**config.mk**
```make
export PLATFORM = sky130hd
export DESIGN_NAME = pow2_timer
export DESIGN_NICKNAME = d
export VERILOG_FILES = /design/src/rtl/pow2_timer_pkg.sv /design/src/rtl/ptmr_ctl.sv /design/src/rtl/ptmr_count.sv /design/src/rtl/ptmr_out.sv /design/src/rtl/pow2_timer.sv
export SDC_FILE = /design/constraint.sdc
export NUM_CORES = 1
export LEC_CHECK = 0
export BUFFER_PORTS_ARGS = -buffer_cell sky130_fd_sc_hd__buf_2
export CAP_MARGIN = 5
export CORE_UTILIZATION = 59
export CTS_CLUSTER_SIZE = 30
export DETAILED_ROUTE_END_ITERATION = 8
export PLACE_DENSITY = 0.79
export SYNTH_ARGS = -nofsm -noshare
export SYNTH_HDL_FRONTEND = slang
export SYNTH_SLANG_ARGS = --single-unit
```
**constraint.sdc**
```tcl
create_clock -name clk -period 3.5 [get_ports clk]
set_clock_uncertainty 0.15 [all_clocks]
set_input_delay 0.175 -clock clk [delete_from_list [all_inputs] [get_ports clk]]
set_output_delay 0.175 -clock clk [all_outputs]
set_load 0.01 [all_outputs]
```
**src/rtl/pow2_timer_pkg.sv**
```systemverilog
`timescale 1ns/1ps
package pow2_timer_pkg;

    localparam int unsigned MAX_STAGES = 16;

    // bit 0 is the low-order select line
    typedef enum logic [1:0] {
        SEL_S13 = 2'b00,
        SEL_S8  = 2'b01,
        SEL_S10 = 2'b10,
        SEL_S16 = 2'b11
    } stage_sel_e;

    typedef struct packed {
        logic tick;   // terminal count reached this cycle
        logic hold;   // counter frozen by the one-shot latch
    } cnt_stat_t;

    function automatic int unsigned stages_of(stage_sel_e s);
        case (s)
            SEL_S13: return 13;
            SEL_S8:  return 8;
            SEL_S10: return 10;
            default: return 16;
        endcase
    endfunction

endpackage

```
**src/rtl/ptmr_ctl.sv**
```systemverilog
`timescale 1ns/1ps
module ptmr_ctl (
    input  logic clk,
    input  logic rst,
    input  logic mreset,
    input  logic por_pulse,
    input  logic autorst_dis,
    input  logic recur,
    output logic clear
);
    logic recur_q;
    logic recur_rise;

    always_ff @(posedge clk) begin
        if (rst) recur_q <= 1'b1;
        else     recur_q <= recur;
    end

    assign recur_rise = recur & ~recur_q;
    assign clear = rst | mreset | (por_pulse & ~autorst_dis) | recur_rise;
endmodule

```
**src/rtl/ptmr_count.sv**
```systemverilog
`timescale 1ns/1ps
module ptmr_count
    import pow2_timer_pkg::*;
#(
    parameter int unsigned CW = MAX_STAGES - 1
) (
    input  logic          clk,
    input  logic          clear,
    input  logic          hold,
    input  logic [1:0]    sel,
    output logic [CW-1:0] cnt,
    output cnt_stat_t     stat
);
    int unsigned   nst;
    logic [CW-1:0] term;

    always_comb begin
        nst       = stages_of(stage_sel_e'(sel));
        term      = CW'((32'd1 << (nst - 1)) - 32'd1);
        stat.hold = hold;
        stat.tick = ~hold && (cnt >= term);
    end

    always_ff @(posedge clk) begin
        if (clear)          cnt <= '0;
        else if (hold)      cnt <= cnt;
        else if (stat.tick) cnt <= '0;
        else                cnt <= cnt + 1'b1;
    end
endmodule

```
**src/rtl/ptmr_out.sv**
```systemverilog
`timescale 1ns/1ps
module ptmr_out
    import pow2_timer_pkg::*;
(
    input  logic      clk,
    input  logic      clear,
    input  logic      phase,
    input  logic      recur,
    input  cnt_stat_t stat,
    output logic      out_q,
    output logic      latched
);
    always_ff @(posedge clk) begin
        if (clear) begin
            out_q   <= phase;
            latched <= 1'b0;
        end else if (stat.tick) begin
            out_q   <= ~out_q;
            latched <= ~recur;
        end
    end
endmodule

```
**src/rtl/pow2_timer.sv**
```systemverilog
`timescale 1ns/1ps
module pow2_timer
    import pow2_timer_pkg::*;
#(
    parameter int unsigned STAGES_MAX = MAX_STAGES
) (
    input  logic       clk,
    input  logic       rst,
    input  logic       mreset,
    input  logic       por_pulse,
    input  logic       autorst_dis,
    input  logic       phase,
    input  logic       recur,
    input  logic [1:0] sel,
    output logic       tmr_out
);
    localparam int unsigned CW = STAGES_MAX - 1;

    logic          clear;
    logic          latched;
    logic [CW-1:0] cnt;
    cnt_stat_t     stat;
    logic          tick;

    ptmr_ctl u_ctl (
        .clk(clk), .rst(rst), .mreset(mreset), .por_pulse(por_pulse),
        .autorst_dis(autorst_dis), .recur(recur), .clear(clear)
    );

    ptmr_count #(.CW(CW)) u_cnt (
        .clk(clk), .clear(clear), .hold(latched & ~recur), .sel(sel),
        .cnt(cnt), .stat(stat)
    );

    ptmr_out u_out (
        .clk(clk), .clear(clear), .phase(phase), .recur(recur),
        .stat(stat), .out_q(tmr_out), .latched(latched)
    );

    assign tick = stat.tick;
endmodule

```
Word-level counts from Yosys, hierarchy flattened
Cells that the tools add are included.
W data, S select, Z words.
{ "word_totals": {"reg_bits": 18, "latch_bits": 0, "mem_bits_rw": 0, "romBits": 0, "wordCells": 29, "memories": 0} }
{ "op_classes": {"add_sub_neg": 3, "multipliers": 0, "n_div": 0, "n_lt_le_gt_ge": 1, "eq_ne": 2, "shift": 1, "mux": 4, "bitwise": 11, "reduce_logical": 3} }
{ "ops": {"columns": ["op", "count"], "rows": [
  ["$shl A1 B32 Y15 const A", 1],
  ["$add A15 B1 Y15 const B", 1],
  ["$ge A15 B15 Y1", 1],
  ["$mux W15", 1],
  ["$pmux W5 S3", 1],
  ["$sub A15 B1 Y15 const B", 1],
  ["$sub A5 B1 Y6 const B", 1],
  ["$not A1 Y1", 5],
  ["$and A1 B1 Y1", 3],
  ["$or A1 B1 Y1", 3],
  ["$eq A2 B1 Y1 const B", 1],
  ["$eq A2 B2 Y1 const B", 1],
  ["$logic_not A2 Y1", 1],
  ["$mux W1", 2],
  ["$reduce_bool A2 Y1", 1],
  ["$logic_and A1 B1 Y1", 1]
]} }

Longest topological paths before layout
Gate-level depths: netlist of the first run.
{ "logic_depth": {"depth_word": 9, "mapped_depth": 15} }

By module
Synthesis of the first run repeated with hierarchy kept, for this count alone.
{ "hier_totals": {"cells_unflattened": 178, "area_unflattened_um2": 1582.8} }
{ "by_module_without_submodules": {"columns": ["mod", "n_inst", "cells_each", "area_each_um2", "seq_area_each_um2"], "rows": [
  ["ptmr_count", 1, 164, 1440.1, 300.3],
  ["ptmr_out", 1, 7, 76.3, 50.0],
  ["ptmr_ctl", 1, 6, 52.6, 20.0],
  ["pow2_timer", 1, 1, 13.8, 0.0]
]} }

Worst setup path before layout of the first run
OpenSTA, ideal clock, no wires.
{ "synth_timing": {"path_type": "in2reg", "startpoint": "input port sel[0]", "endpoint": "register u_out.out_q, enable pin", "setup_time_ps": 242, "arrival_time_ps": 2578, "required_ps": 3108, "path_slack_ps": 530, "stages": 14, "path_buffers": 1, "cell_sequence": "ha_1 > xnor2_1 > and4_4 > inv_1 > ha_1 > a21o_2 > o31ai_1 > ha_1 > a31o_2 > a22oi_1 > o21a_1 > and2_4 > o311ai_4 > buf_6"} }
{ "synth_between": {"elab_chain_cells": 8} }
{ "synth_lines": {"columns": ["item", "line", "source"], "rows": [
  ["start: declaration", "pow2_timer.sv:14", "input logic [1:0] sel,"],
  ["$eq A2 B2 Y1, or another cell as far along", "pow2_timer_pkg.sv:20", "case (s)"],
  ["$pmux W5 S3 *", "pow2_timer_pkg.sv:20", null],
  ["$sub A5 B1 Y6 *", "ptmr_count.sv:19", "term = CW'((32'd1 << (nst - 1)) - 32'd1);"],
  ["$shl A1 B32 Y15 *", "ptmr_count.sv:19", null],
  ["$sub A15 B1 Y15 *", "ptmr_count.sv:19", null],
  ["$ge A15 B15 Y1 *", "ptmr_count.sv:21", "stat.tick = ~hold && (cnt >= term);"],
  ["$logic_and A1 B1 Y1 *", "ptmr_count.sv:21", null],
  ["$reduce_bool A2 Y1 (no source line) *", null, null],
  ["end signal: assignment", "ptmr_out.sv:15", "out_q <= phase;"],
  ["end signal: assignment", "ptmr_out.sv:18", "out_q <= ~out_q;"],
  ["end: declaration", "ptmr_out.sv:10", "output logic out_q,"]
]} }
Every way passes the cells marked *; elsewhere a longest branch is shown, timed or not.
A chain may end at the register's enable or synchronous reset.

Final worst setup path of the first run
Ends and elaborated chain as after synthesis.

==> flow_metrics.py, run 1 <==
metrics = {
    "setup_path": {
        "cp_max_fo": 14,
        "path_class": "primary input to flop",
        "path_cells": "buf_2 -> ha_1 -> xnor2_1 -> and4_4 -> inv_1 -> ha_1 -> nand2_1 -> o31ai_1 -> ha_1 -> a31o_2 -> a22oi_1 -> o21a_1 -> and2_4 -> o311ai_4",
        "worst-r2r-setup-slack_ps": 1230,
        "slowest_delay_ps": 510,
        "crit_slowest_cell": "o311ai_4",
        "worst_setup_path_start_kind": "primary input",
        "endpoint_kind": "flop",
        "crit_top_cell": "ha_1",
        "cp.required_ps": 3300,
        "worst_ep_arrival_time_ps": 2900,
        "ff2ff_path_depth": 6,
    },
    "synthesis": {
        "synth_compound_area_share_pct": 14.4,
        "synth-simple-area-share_pct": 23.2,
        "ys_seq_elements": 18,
        "synth_xor_area_share_pct": 10.1,
        "syn-cell-area_sq_um": 1300,
        "synth.area.mux_share_pct": 0.769,
        "ys_seq_area_share_pct": 28.5,
        "synth.yosys.warnings": 0,
        "synth_top_family_by_area": "simple AND/OR/NAND/NOR gates",
        "postSynthCellCount": 146,
        "synth-edff-count": 1,
        "avgSynthCellArea_sq_um": 8.91,
        "ys.flop_type": "dfxtp_1",
        "syn_nets": 176,
        "ys_types": 37,
        "synthAdderAreaFrac_pct": 20.2,
        "synth-async-reset-ratio_pct": 0,
    },
    "clock_tree": {
        "cts_buffers": 3,
        "clk_latency_ps": 290,
        "clockBufferDepth": 2,
        "post_cts_buffers": 0,
        "cts_tree": "yes",
        "clk_pin_slew_ps": 110,
        "root_buffer": "clkbuf_4",
        "cts_sinks": 18,
        "h-tree-depth": 1,
        "cts_resized": 0,
        "hold_buffers": 2,
    },
    "finish": {
        "n_antenna_cell": 0,
        "mostFrequentLayoutCells": "21 x ha_1, 17 x nor2_1, 17 x dfxtp_1",
        "area_delta_synth_final_pct": 9.52,
        "drive_above_1_share_pct": 15.0,
        "fin_util_pct": 70.5,
        "layout_commonest_cell": "ha_1",
        "fin_nets": 191,
    },
    "place": {
        "io_buffers": 9,
        "gp_congestion": 0.890,
        "dp_hpwl_um": 2000,
    },
    "pwr": {
        "leakagePower_nw": 0.600,
        "vdd_drop_max_v": 0.000250,
        "p_per_area_nw_per_um2": 273,
    },
    "drt": {
        "wire_per_inst_um": 13.9,
        "drtPass1Iterations": 4,
        "viasPerCell": 5.72,
        "routed_wl_um": 2600,
        "ant_nets": 0,
        "drt-initial-drc-count": 26,
        "drc_errors": 0,
        "vias": 1070,
    },
    "timing": {
        "tightestPinTransition_ps": 862,
        "fin_tns_setup_ps": 0,
        "rsz0062_at_grt": "no",
        "period_share_pct": 88.7,
        "hold_violations": 0,
        "max_freq_mhz": 322,
        "slew_viol_final": 0,
        "fin_crit_ps": 3100,
        "setup_violations": 0,
        "slew_headroom_pct": 42.1,
    },
    "worst_hold_path": {
        "hp-class": "primary input to flop",
        "holdPathStages": 3,
    },
    "floorplanning": {
        "core_sq_um": 2020,
        "io_pins": 10,
        "die_w_um": 49.0,
        "die_y_um": 49.0,
        "rows": 16,
        "initial_core_util_pct": 64.4,
        "die_area_sq_um": 2400,
    },
    "grt": {
        "overflow": 0,
        "grt_usage_pct": 24.2,
        "grt_pass1_vias": 1057,
        "antenna_found_initial": 0,
        "grt_pass1_wl_um": 4530,
        "grt_max_degree": 15,
    },
    "job": {
        "maxCapViolations": 0,
    },
    "status": {
        "status": "completed",
    },
}
kinds of logic after synthesis:
kind of cell,count (synthesis)
mux,1
flops,18
simple gates,59
buf+inv,8
xor+xnor,15
compound gates,24
fa+ha+maj,21
routing by layer:
layer  global-route usage, %  up-vias  share of wire [%]
li1                        -      550                  -
met1                    28.3      491                 45
met2                    44.2       27                 51
met3                    4.98        2                3.6
met4                    6.37        0               0.58
met5                       0        -                  0
registers in the layout, indices dropped and copies added (netlist names):
register and count:
u_ctl.recur_q 1, u_cnt.cnt 15, u_out.out_q 1, u_out.latched 1
metrics by stage:
step	total power, mW	hold slack (ps)	instance area (sq um)	worst slack [ps]	cells
2_1_floorplan	0.249	129	1300	530	146
3_3_place_gp	0.259	227	1370	204	181
3_5_place_dp	0.262	240	1370	102	181
4_1_cts	0.389	74.4	1430	419	187
5_1_grt	0.408	64.4	1430	261	187
6_report	0.388	79.4	1430	396	187
final cells by class:
type | count | area [sq um]
repair buffers | 11 | 65.1
flip-flops and latches | 18 | 370
fillers | 157 | 597
well taps | 27 | 33.8
inverters | 7 | 26.3
clock buffers | 4 | 36.3
multi-input cells | 120 | 893
worst max-delay path, delay by kind of cell:
kind,cells,cell delay (ps)
AOI/OAI and AO/OA,5,990
xor gates and xnor gates,1,260
adders and majority gates,3,740
buffers and inverters,2,180
and+or+nand+nor,3,550
cells in the mapped netlist (2+ instances only):
cell type | number | area, sq um
a21oi_1 | 5 | 25.0
nand4_1 | 3 | 18.8
xnor2_1 | 7 | 61.3
nor2b_1 | 3 | 18.8
nand3_1 | 8 | 40.0
dfxtp_1 | 17 | 340
inv_1 | 7 | 26.3
a31o_2 | 2 | 17.5
o31ai_1 | 2 | 15.0
and4_2 | 2 | 20.0
nor2_1 | 17 | 63.8
a31oi_1 | 3 | 18.8
nand2_1 | 13 | 48.8
nor3_1 | 4 | 20.0
and4_1 | 3 | 26.3
o21ai_0 | 2 | 10.0
ha_1 | 21 | 263
xor2_1 | 8 | 70.1
path summary, 6_finish.rpt:
kind                  from            end
min reg2reg  u_cnt.cnt[14]  u_cnt.cnt[14]
max                 sel[0]    u_out.out_q
max reg2reg   u_cnt.cnt[6]    u_out.out_q
min                  recur  u_out.latched
power by group:
part / internal, mW / total [mW] / switching, mW
combinational: 0.0218 / 0.0485 / 0.0267
clock: 0.0634 / 0.128 / 0.0649
sequential: 0.209 / 0.212 / 0.00216
No activity file was read; power rests on OpenSTA's default activity.
==> inputs of run 2 (changes only) <==
==> constraint.sdc (replaced) <==
create_clock -name clk -period 3.5 [get_ports clk]
set_clock_uncertainty 0.15 [all_clocks]
set_input_delay 0.525 -clock clk [delete_from_list [all_inputs] [get_ports clk]]
set_output_delay 0.525 -clock clk [all_outputs]
set_load 0.01 [all_outputs]
==> run 2 against run 1 <==
  * Global-route usage rose by 2.2 points
  * Combinational power up 6.4%
  * Utilization rose by 1.6 points
  * Design area is 2.3% higher
  * Largest cell class unchanged
  * Non-clock buffer count up 5
  * Clock power barely moved
  * Critical path type unchanged
  * Power up 0.89%
  * Via count is 6.3% higher
  * Highest routed layer unchanged
==> flow_metrics.py, run 2 (synthesis gave the netlist of run 1 again) <==
metrics = {
    "timing": {
        "rsz0062_at_grt": "no",
        "max_freq_mhz": 309,
        "hold_violations": 0,
        "slew_headroom_pct": 41.1,
        "tightestPinTransition_ps": 877,
        "period_share_pct": 92.6,
        "hold_ws_ps": 292,
        "postLayoutSetupSlackWorst_ps": 260,
        "setup_violations": 0,
        "slew_viol_final": 0,
        "fin_crit_ps": 3240,
    },
    "grt": {
        "grt_pass1_wl_um": 4910,
        "grt_pass1_vias": 1130,
        "antenna_found_initial": 0,
        "grt_usage_pct": 26.4,
        "grt_max_degree": 11,
        "overflow": 0,
    },
    "setup_path": {
        "cp_max_fo": 8,
        "endpoint_kind": "flop",
        "worst_ep_arrival_time_ps": 3330,
        "path_class": "primary input to flop",
        "path_cells": "buf_2 -> ha_1 -> xnor2_1 -> and4_4 -> inv_1 -> ha_1 -> a21o_2 -> o31ai_1 -> ha_1 -> a31o_2 -> a22oi_1 -> o21a_1 -> and2_4 -> o311ai_4 -> buf_4 -> nor2_1",
        "cp.required_ps": 3590,
        "worst_setup_path_start_kind": "primary input",
        "crit_slowest_cell": "ha_1",
        "cpLargestDelayFamily": "compound AO/OA/AOI/OAI gates",
        "critical_path_buf_inv_count": 3,
        "slowest_delay_ps": 280,
        "crit_top_cell": "ha_1",
    },
    "clock_tree": {
        "h-tree-depth": 1,
        "clk_latency_ps": 300,
        "cts_tree": "yes",
        "cts_sinks": 18,
        "root_buffer": "clkbuf_4",
        "hold_buffers": 0,
        "cts_resized": 0,
        "post_cts_buffers": 0,
        "clockBufferDepth": 2,
        "cts_buffers": 3,
        "clk_pin_slew_ps": 100,
    },
    "drt": {
        "vias": 1137,
        "ant_nets": 0,
        "drt-initial-drc-count": 24,
        "routed_wl_um": 2720,
        "highest_layer": "met4",
        "drt-met1-wl_um": 1130,
        "viasPerCell": 5.92,
        "wire_per_inst_um": 14.2,
        "wl_met2_um": 1460,
        "drc_errors": 0,
        "drtPass1Iterations": 4,
        "dr_wl_met3_um": 112,
    },
    "pwr": {
        "p_per_area_nw_per_um2": 269,
        "vdd_drop_max_v": 0.000295,
        "leakagePower_nw": 0.627,
    },
    "finish": {
        "fin_util_pct": 72.1,
        "n_antenna_cell": 0,
        "area_delta_synth_final_pct": 12.0,
        "drive_above_1_share_pct": 18.8,
        "layout_commonest_cell": "ha_1",
        "largest_reg_flops": 15,
        "regMostFlops": "u_cnt.cnt",
        "fin_nets": 196,
        "mostFrequentLayoutCells": "21 x ha_1, 17 x nor2_1, 17 x dfxtp_1",
    },
    "floorplanning": {
        "die_w_um": 49.0,
        "io_pins": 10,
        "rows": 16,
        "initial_core_util_pct": 64.4,
        "core_sq_um": 2020,
        "die_area_sq_um": 2400,
        "die_y_um": 49.0,
    },
    "status": {
        "status": "completed",
    },
    "job": {
        "maxCapViolations": 0,
    },
    "worst_hold_path": {
        "hp-class": "primary input to flop",
    },
    "place": {
        "pre_cts_slack_ps": -60.7,
        "dp_hpwl_um": 2230,
        "io_buffers": 9,
        "gp_congestion": 0.894,
    },
}
run 2: cell type report:
cell class                 count  area (sq um)
clock buffer                   4          36.3
fill                         162           564
inverter                       7          26.3
multi-input combinational    120           893
sequential                    18           370
tap                           27          33.8
timing repair buffer          16          97.6
run 2: where the power goes:
group          switching [mW]  internal [mW]  leakage [nW]
combinational          0.0270         0.0245         0.459
clock                  0.0651         0.0635        0.0210
sequential            0.00230          0.209         0.148
run 2: path summary, 6_finish.rpt:
kind                               startpoint       endpoint  slack (ps)  cells after the start
worst min-delay path                      rst  u_ctl.recur_q         290                      2
worst min register to register  u_out.latched  u_out.latched         410                      1
worst max register to register   u_cnt.cnt[8]  u_cnt.cnt[10]        1210                      8
worst max-delay path                   sel[0]  u_cnt.cnt[10]         260                     16
run 2: metrics by stage:
step	instance area, sq um	total power, mW	TNS [ps]	std cells
after floorplan	1300	0.249	0	146
after global placement	1420	0.264	0	188
after detailed placement	1420	0.268	-505	188
after CTS	1460	0.395	0	192
after global routing	1460	0.413	0	192
final	1460	0.392	0	192
run 2: routing by layer:
| layer | vias to the layer above | GRT usage (%) |
|---|---|---|
| li1 | 565 | - |
| met1 | 541 | 29.6 |
| met2 | 28 | 50.2 |
| met3 | 3 | 6.54 |
| met4 | 0 | 4.41 |
| met5 | - | 0 |
